$ cat src/rtl/sdc_pkg.sv
package sdc_pkg;
  localparam int DEF_CNT_W     = 16;
  localparam int DEF_TEMP_W    = 8;
  localparam int DEF_NUM_BANDS = 8;
  localparam int DEF_EDGE_BASE = 0;
  localparam int DEF_EDGE_SPAN = 10;
  localparam int DEF_NOM_BAND  = 3;

  // lower edge in degrees of band k (k >= 1); band 0 is everything below
  function automatic int band_edge(input int k, input int base, input int span);
    return base + (k - 1) * span;
  endfunction
endpackage

$ cat src/rtl/sdc_band_sel.sv
module sdc_band_sel
  import sdc_pkg::*;
#(
  parameter int TEMP_W    = DEF_TEMP_W,
  parameter int NUM_BANDS = DEF_NUM_BANDS,
  parameter int EDGE_BASE = DEF_EDGE_BASE,
  parameter int EDGE_SPAN = DEF_EDGE_SPAN,
  parameter int NOM_BAND  = DEF_NOM_BAND,
  localparam int BAND_W   = $clog2(NUM_BANDS)
) (
  input  logic                     clk,
  input  logic                     rst_n,
  input  logic                     temp_valid,
  input  logic signed [TEMP_W-1:0] temp_c,
  output logic [BAND_W-1:0]        band
);
  localparam int NUM_EDGES = NUM_BANDS - 1;

  logic [NUM_EDGES-1:0] at_or_above;
  logic [BAND_W-1:0]    band_d;
  logic [BAND_W-1:0]    band_q;

  // one comparator per band edge; edges rise monotonically
  for (genvar k = 1; k <= NUM_EDGES; k++) begin : g_edge
    assign at_or_above[k-1] = (int'(temp_c) >= band_edge(k, EDGE_BASE, EDGE_SPAN));
  end

  // thermometer code to band index
  always_comb begin
    band_d = '0;
    for (int i = 0; i < NUM_EDGES; i++) begin
      band_d = band_d + BAND_W'(at_or_above[i]);
    end
  end

  always_ff @(posedge clk or negedge rst_n) begin
    if (!rst_n) begin
      band_q <= BAND_W'(NOM_BAND);
    end else if (temp_valid) begin
      band_q <= band_d;
    end
  end

  assign band = band_q;
endmodule

$ cat src/rtl/sdc_rate_acc.sv
module sdc_rate_acc
  import sdc_pkg::*;
#(
  parameter int NUM_BANDS = DEF_NUM_BANDS,
  localparam int BAND_W   = $clog2(NUM_BANDS),
  // largest step is 2^(NUM_BANDS-1) per tick and must give at most 1/8 count per tick
  localparam int FRAC_W   = NUM_BANDS + 2
) (
  input  logic              clk,
  input  logic              rst_n,
  input  logic              tick,
  input  logic              clear,
  input  logic [BAND_W-1:0] band,
  output logic              carry
);
  logic [FRAC_W-1:0] frac_q;
  logic [FRAC_W:0]   step;
  logic [FRAC_W:0]   sum;

  assign step  = (FRAC_W+1)'(1) << band;
  assign sum   = {1'b0, frac_q} + step;
  assign carry = tick & ~clear & sum[FRAC_W];

  always_ff @(posedge clk or negedge rst_n) begin
    if (!rst_n) begin
      frac_q <= '0;
    end else if (clear) begin
      frac_q <= '0;
    end else if (tick) begin
      frac_q <= sum[FRAC_W-1:0];
    end
  end
endmodule

$ cat src/rtl/sdc_count_reg.sv
module sdc_count_reg
  import sdc_pkg::*;
#(
  parameter int CNT_W = DEF_CNT_W
) (
  input  logic             clk,
  input  logic             rst_n,
  input  logic             clear,
  input  logic             inc,
  output logic [CNT_W-1:0] count
);
  logic [CNT_W-1:0] count_q;

  always_ff @(posedge clk or negedge rst_n) begin
    if (!rst_n) begin
      count_q <= '0;
    end else if (clear) begin
      count_q <= '0;
    end else if (inc) begin
      count_q <= count_q + CNT_W'(1);   // wraps by width
    end
  end

  assign count = count_q;
endmodule

$ cat src/rtl/sdc_counter.sv
module sdc_counter
  import sdc_pkg::*;
#(
  parameter int CNT_W     = DEF_CNT_W,
  parameter int TEMP_W    = DEF_TEMP_W,
  parameter int NUM_BANDS = DEF_NUM_BANDS,
  parameter int EDGE_BASE = DEF_EDGE_BASE,
  parameter int EDGE_SPAN = DEF_EDGE_SPAN,
  parameter int NOM_BAND  = DEF_NOM_BAND,
  localparam int LO_W     = CNT_W / 2,
  localparam int HI_W     = CNT_W - LO_W,
  localparam int BAND_W   = $clog2(NUM_BANDS)
) (
  input  logic                     clk,
  input  logic                     rst_n,
  input  logic                     tick,
  input  logic                     temp_valid,
  output logic                     temp_ready,
  input  logic signed [TEMP_W-1:0] temp_c,
  input  logic                     clear,
  output logic [HI_W-1:0]          cnt_hi,
  output logic [LO_W-1:0]          cnt_lo
);
  logic [BAND_W-1:0] band_q;
  logic              carry;
  logic [CNT_W-1:0]  count;

  assign temp_ready = 1'b1;

  sdc_band_sel #(
    .TEMP_W(TEMP_W), .NUM_BANDS(NUM_BANDS), .EDGE_BASE(EDGE_BASE),
    .EDGE_SPAN(EDGE_SPAN), .NOM_BAND(NOM_BAND)
  ) u_band (
    .clk(clk), .rst_n(rst_n), .temp_valid(temp_valid),
    .temp_c(temp_c), .band(band_q)
  );

  sdc_rate_acc #(.NUM_BANDS(NUM_BANDS)) u_acc (
    .clk(clk), .rst_n(rst_n), .tick(tick), .clear(clear),
    .band(band_q), .carry(carry)
  );

  sdc_count_reg #(.CNT_W(CNT_W)) u_cnt (
    .clk(clk), .rst_n(rst_n), .clear(clear), .inc(carry), .count(count)
  );

  assign cnt_hi = count[CNT_W-1:LO_W];
  assign cnt_lo = count[LO_W-1:0];
endmodule

$ cat config.mk
export PLATFORM = sky130hd
export DESIGN_NAME = sdc_counter
export DESIGN_NICKNAME = d
export VERILOG_FILES = /design/src/rtl/sdc_pkg.sv /design/src/rtl/sdc_band_sel.sv /design/src/rtl/sdc_rate_acc.sv /design/src/rtl/sdc_count_reg.sv /design/src/rtl/sdc_counter.sv
export SDC_FILE = /design/constraint.sdc
export NUM_CORES = 1
export LEC_CHECK = 0
export BUFFER_PORTS_ARGS = -buffer_cell sky130_fd_sc_hd__buf_2
export CORE_ASPECT_RATIO = 1.2
export CORE_MARGIN = 2
export CORE_UTILIZATION = 30
export CTS_BUF_LIST = sky130_fd_sc_hd__clkbuf_4
export CTS_CLUSTER_DIAMETER = 40
export DETAILED_ROUTE_END_ITERATION = 10
export PLACE_DENSITY_LB_ADDON = 0.25
export SETUP_SLACK_MARGIN = 0.15
export SLEW_MARGIN = 20
export SYNTH_ARGS = -nofsm -noshare
export SYNTH_HDL_FRONTEND = slang
export SYNTH_HIERARCHICAL = 1
export SYNTH_SLANG_ARGS = --single-unit
export TNS_END_PERCENT = 30
$ cat constraint.sdc
create_clock -name clk -period 3.9 [get_ports clk]
set_input_delay 0.78 -clock clk [delete_from_list [all_inputs] [get_ports clk]]
set_output_delay 0.78 -clock clk [all_outputs]
set_load 0.05 [all_outputs]
==> results by group <==
Timing
  • Total Neg Setup Slack: 0 ns
  • RSZ-0062 raised after global routing: false
  • Max Freq: around 280 MHz
  • Max Clock Skew: between 0.002 and 0.003 ns
  • Fin crit period: between 3 and 4 ns
  • Slew headroom: 0.551
  • Tcrit/Tclk final: 0.903
  • Max Slew Vio Count: 0
  • Final hold violations: 0
  • Setup violations, final: 0
  • Worst slew pin tran: ~0.67 ns

Hold path
  • Hold crit path type: input port to async pin

CTS
  • H-tree depth: 2
  • Setup Fix Bufs, Post-CTS: 0
  • Skew-Pair Late Insertion Delay: ~0.33 ns
  • Clk buf depth: 2
  • Cts bufs inserted: 5
  • Root buf cell: clkbuf_4
  • Clock sink count: 29
  • Hold Buf Count CTS: 0
  • Post-cts sizing count: 0
  • CTS tree: done
  • CTS clk-pin slew, worst paths: approximately 0.10 ns

Place
  • DP Cell Count: just over 300
  • Post-DP HPWL: approximately 2900 um
  • Placer Congestion: between 0.7 and 0.8
  • Placed Area: 0.00217 mm^2
  • Input/output buffers: 27

Global route
  • Largest net degree at the start of global routing: 30
  • GRT Util Overall: 0.116
  • Grt ovf: 0
  • First-pass GRT wire length: 6720 um
  • Number of global-route vias before repair: 1407
  • Initial antenna violation count: 0

Synth
  • Most numerous cell in the Yosys netlist: dfrtp_1
  • Top cells by count, synth: 27 x dfrtp_1, 23 x nor2_1, 14 x xnor2_1, 12 x a21oi_1, 11 x inv_1
  • Post-synthesis cell area: 0.00197 mm^2
  • Mapped Nets: roughly 220
  • Yosys cell types: 47
  • Async S/R FF share, synth: 1.00
  • Yosys top cell area share: 0.343
  • Flops & latches, synth: 29
  • EDFF count, synth: 0
  • Synth area leader: dfrtp_1
  • Seq/Total Area, Yosys: 0.370
  • Synth top area cells: dfrtp_1 34%, xnor2_1 6.2%, ha_1 5.7%
  • Main synth FF type: dfrtp_1
  • Yosys warns: 6
  • Avg Synthesized Cell Area: approximately 10 um^2
  • Mapped Cells: about 200

Die
  • Floorplan core area: 0.00641 mm^2
  • FP Rows: 32
  • Die H: a little over 90 um
  • Io pins: 30
  • Horiz. Die Dim: between 70 and 80 um
  • Full die area: around 0.0072 mm^2
  • Starting Density: 0.307

Final layout
  • Footprint of the multi-input gates: approximately 0.0011 mm^2
  • Final Instance Area: 0.00223 mm^2
  • Nets@finish: about 250
  • Final Non-Filler Cells: around 310
  • Reg area: between 700 and 800 um^2
  • Antenna diode count: 0
  • Share of cells above drive strength 1: 0.238
  • Layout area overhead: 13.3%
  • Fillers: 695

Worst setup path
  • WP data arrival: about 3.8 ns
  • Startpoint types: flip-flop
  • Required @ worst endpoint: between 4 and 5 ns
  • CP Max Fanout: 9
  • Worst-path cell chain: or3b_2 -> fa_1 -> nand2b_1 -> a21oi_1 -> nor2b_1 -> o21ai_0 -> and4_1 -> o211ai_4 -> nor3_2 -> nor3b_2 -> mux2_4
  • CP Class: flip-flop to flip-flop
  • Worst path max stage delay: approximately 0.6 ns
  • Slowest CP cell: dfstp_2
  • Critical Path End Type: flip-flop

Detailed routing
  • Post-route ant nets: 0
  • Iteration-0 DRC Markers: 46
  • First drt pass iteration count: 4
  • Routed len/inst: 12.5 um
  • Via/cell ratio: about 4.9
  • Routed WL: roughly 3900 um
  • Via count: 1525
  • DRC viols: 0

Pwr
  • Psw: about 0.27 mW
  • Pwr dens: between 300 and 400 mW/mm^2
  • Maximum VDD drop: 0.165 mV
  • Switching Share: 0.339
  • Leakage: ~1.0 nW
  • Int Power: ~0.52 mW
  • Comb pwr share: 0.291
  • Clock power frac: 0.237
  • Sequential cell fraction of total power: 0.472

Run
  • Max-Cap Viols: 0

Outcome
  • Outcome: finished clean
[metrics by stage]
step            util  power, mW  hold slack, ns  worst slack (ns)
4_1_cts        0.348      0.801           0.492             0.377
3_3_place_gp   0.339      0.605           0.503             0.385
5_1_grt        0.348      0.851           0.503             0.203
6_report       0.348      0.787           0.472             0.377
3_5_place_dp   0.339      0.610           0.501             0.375
2_1_floorplan      -      0.550           0.480             0.600
[metal layers]
metal / part of all wire / vias to the layer above / wire length (um) / global-route usage
li1: - / 754 / - / -
met1: 0.46 / 740 / 1800 / 0.149
met2: 0.49 / 25 / 1900 / 0.190
met3: 0.041 / 6 / 160 / 0.0331
met4: 0.012 / 0 / 47 / 0.0351
met5: 0 / - / 0 / 0
[final cells by class]
cell class,instances,area share
Tap cell,85,0.0477
Clock inverter,2,0.00449
Clock buffer,6,0.0202
Inverter,11,0.0185
Timing Repair Buffer,29,0.0673
Multi-Input combinational cell,150,0.515
Sequential cell,29,0.327
[layout by cell type (no fill, tap or decap), drive strengths merged, types with 6 or more instances in the layout]
| cell type | n |
|---|---|
| nand4 | 8 |
| buf | 29 |
| ha | 9 |
| dfrtp | 27 |
| nand2 | 9 |
| o21ai | 8 |
| inv | 11 |
| xnor2 | 14 |
| clkbuf | 6 |
| nor2 | 23 |
| a21oi | 12 |
[critical path: cells and delay by family (launching register included)]
family,cells,cell delay [ns]
compound gates,3,0.51
fa+ha+maj,1,0.44
flops,1,0.60
mux,1,0.32
simple gates,6,1.55
[flip-flops by register name (all words and copies together) (netlist names)]
signal,count
u_cnt/count,16
u_acc/frac_q,10
u_band/band,3
[power groups by stage]
stage | logic [mW] | clock network (mW) | registers (mW)
after floorplan | 0.183 | 0 | 0.367
after global placement | 0.228 | 0 | 0.376
after detailed placement | 0.232 | 0 | 0.378
after CTS | 0.234 | 0.195 | 0.372
after global routing | 0.259 | 0.211 | 0.380
final | 0.229 | 0.187 | 0.371
[kinds of logic (layout without fill, tap and decap cells)]
| family | Yosys count | count (layout) | synth area share |
|---|---|---|---|
| flops | 29 | 29 | 0.370 |
| fa+ha+maj | 14 | 14 | 0.108 |
| buf+inv | 18 | 48 | 0.0464 |
| mux | 8 | 8 | 0.0458 |
| other cells | 1 | 1 | 0.00191 |
| simple gates | 69 | 69 | 0.207 |
| xor+xnor | 18 | 18 | 0.0801 |
| compound gates | 40 | 40 | 0.140 |
[final timing paths]
kind / start / endpoint / slack, ns / depth (start not counted)
min in group clk: u_acc/frac_q[4]$_DFFE_PN0P_ / u_acc/frac_q[4]$_DFFE_PN0P_ / 0.52 / 1
max in group asynchronous: rst_n / u_acc/frac_q[4]$_DFFE_PN0P_ / 2.99 / 1
worst min register to register: u_acc/frac_q[4]$_DFFE_PN0P_ / u_acc/frac_q[4]$_DFFE_PN0P_ / 0.52 / 1
worst max-delay path: u_band/band[0]$_DFFE_PN1P_ / u_cnt/count[15]$_DFFE_PN0P_ / 0.38 / 11
worst min-delay path: rst_n / u_cnt/count[3]$_DFFE_PN0P_ / 0.47 / 1
worst max register to register: u_band/band[0]$_DFFE_PN1P_ / u_cnt/count[15]$_DFFE_PN0P_ / 0.38 / 11
Note: power is estimated with default switching activity, not from simulation.
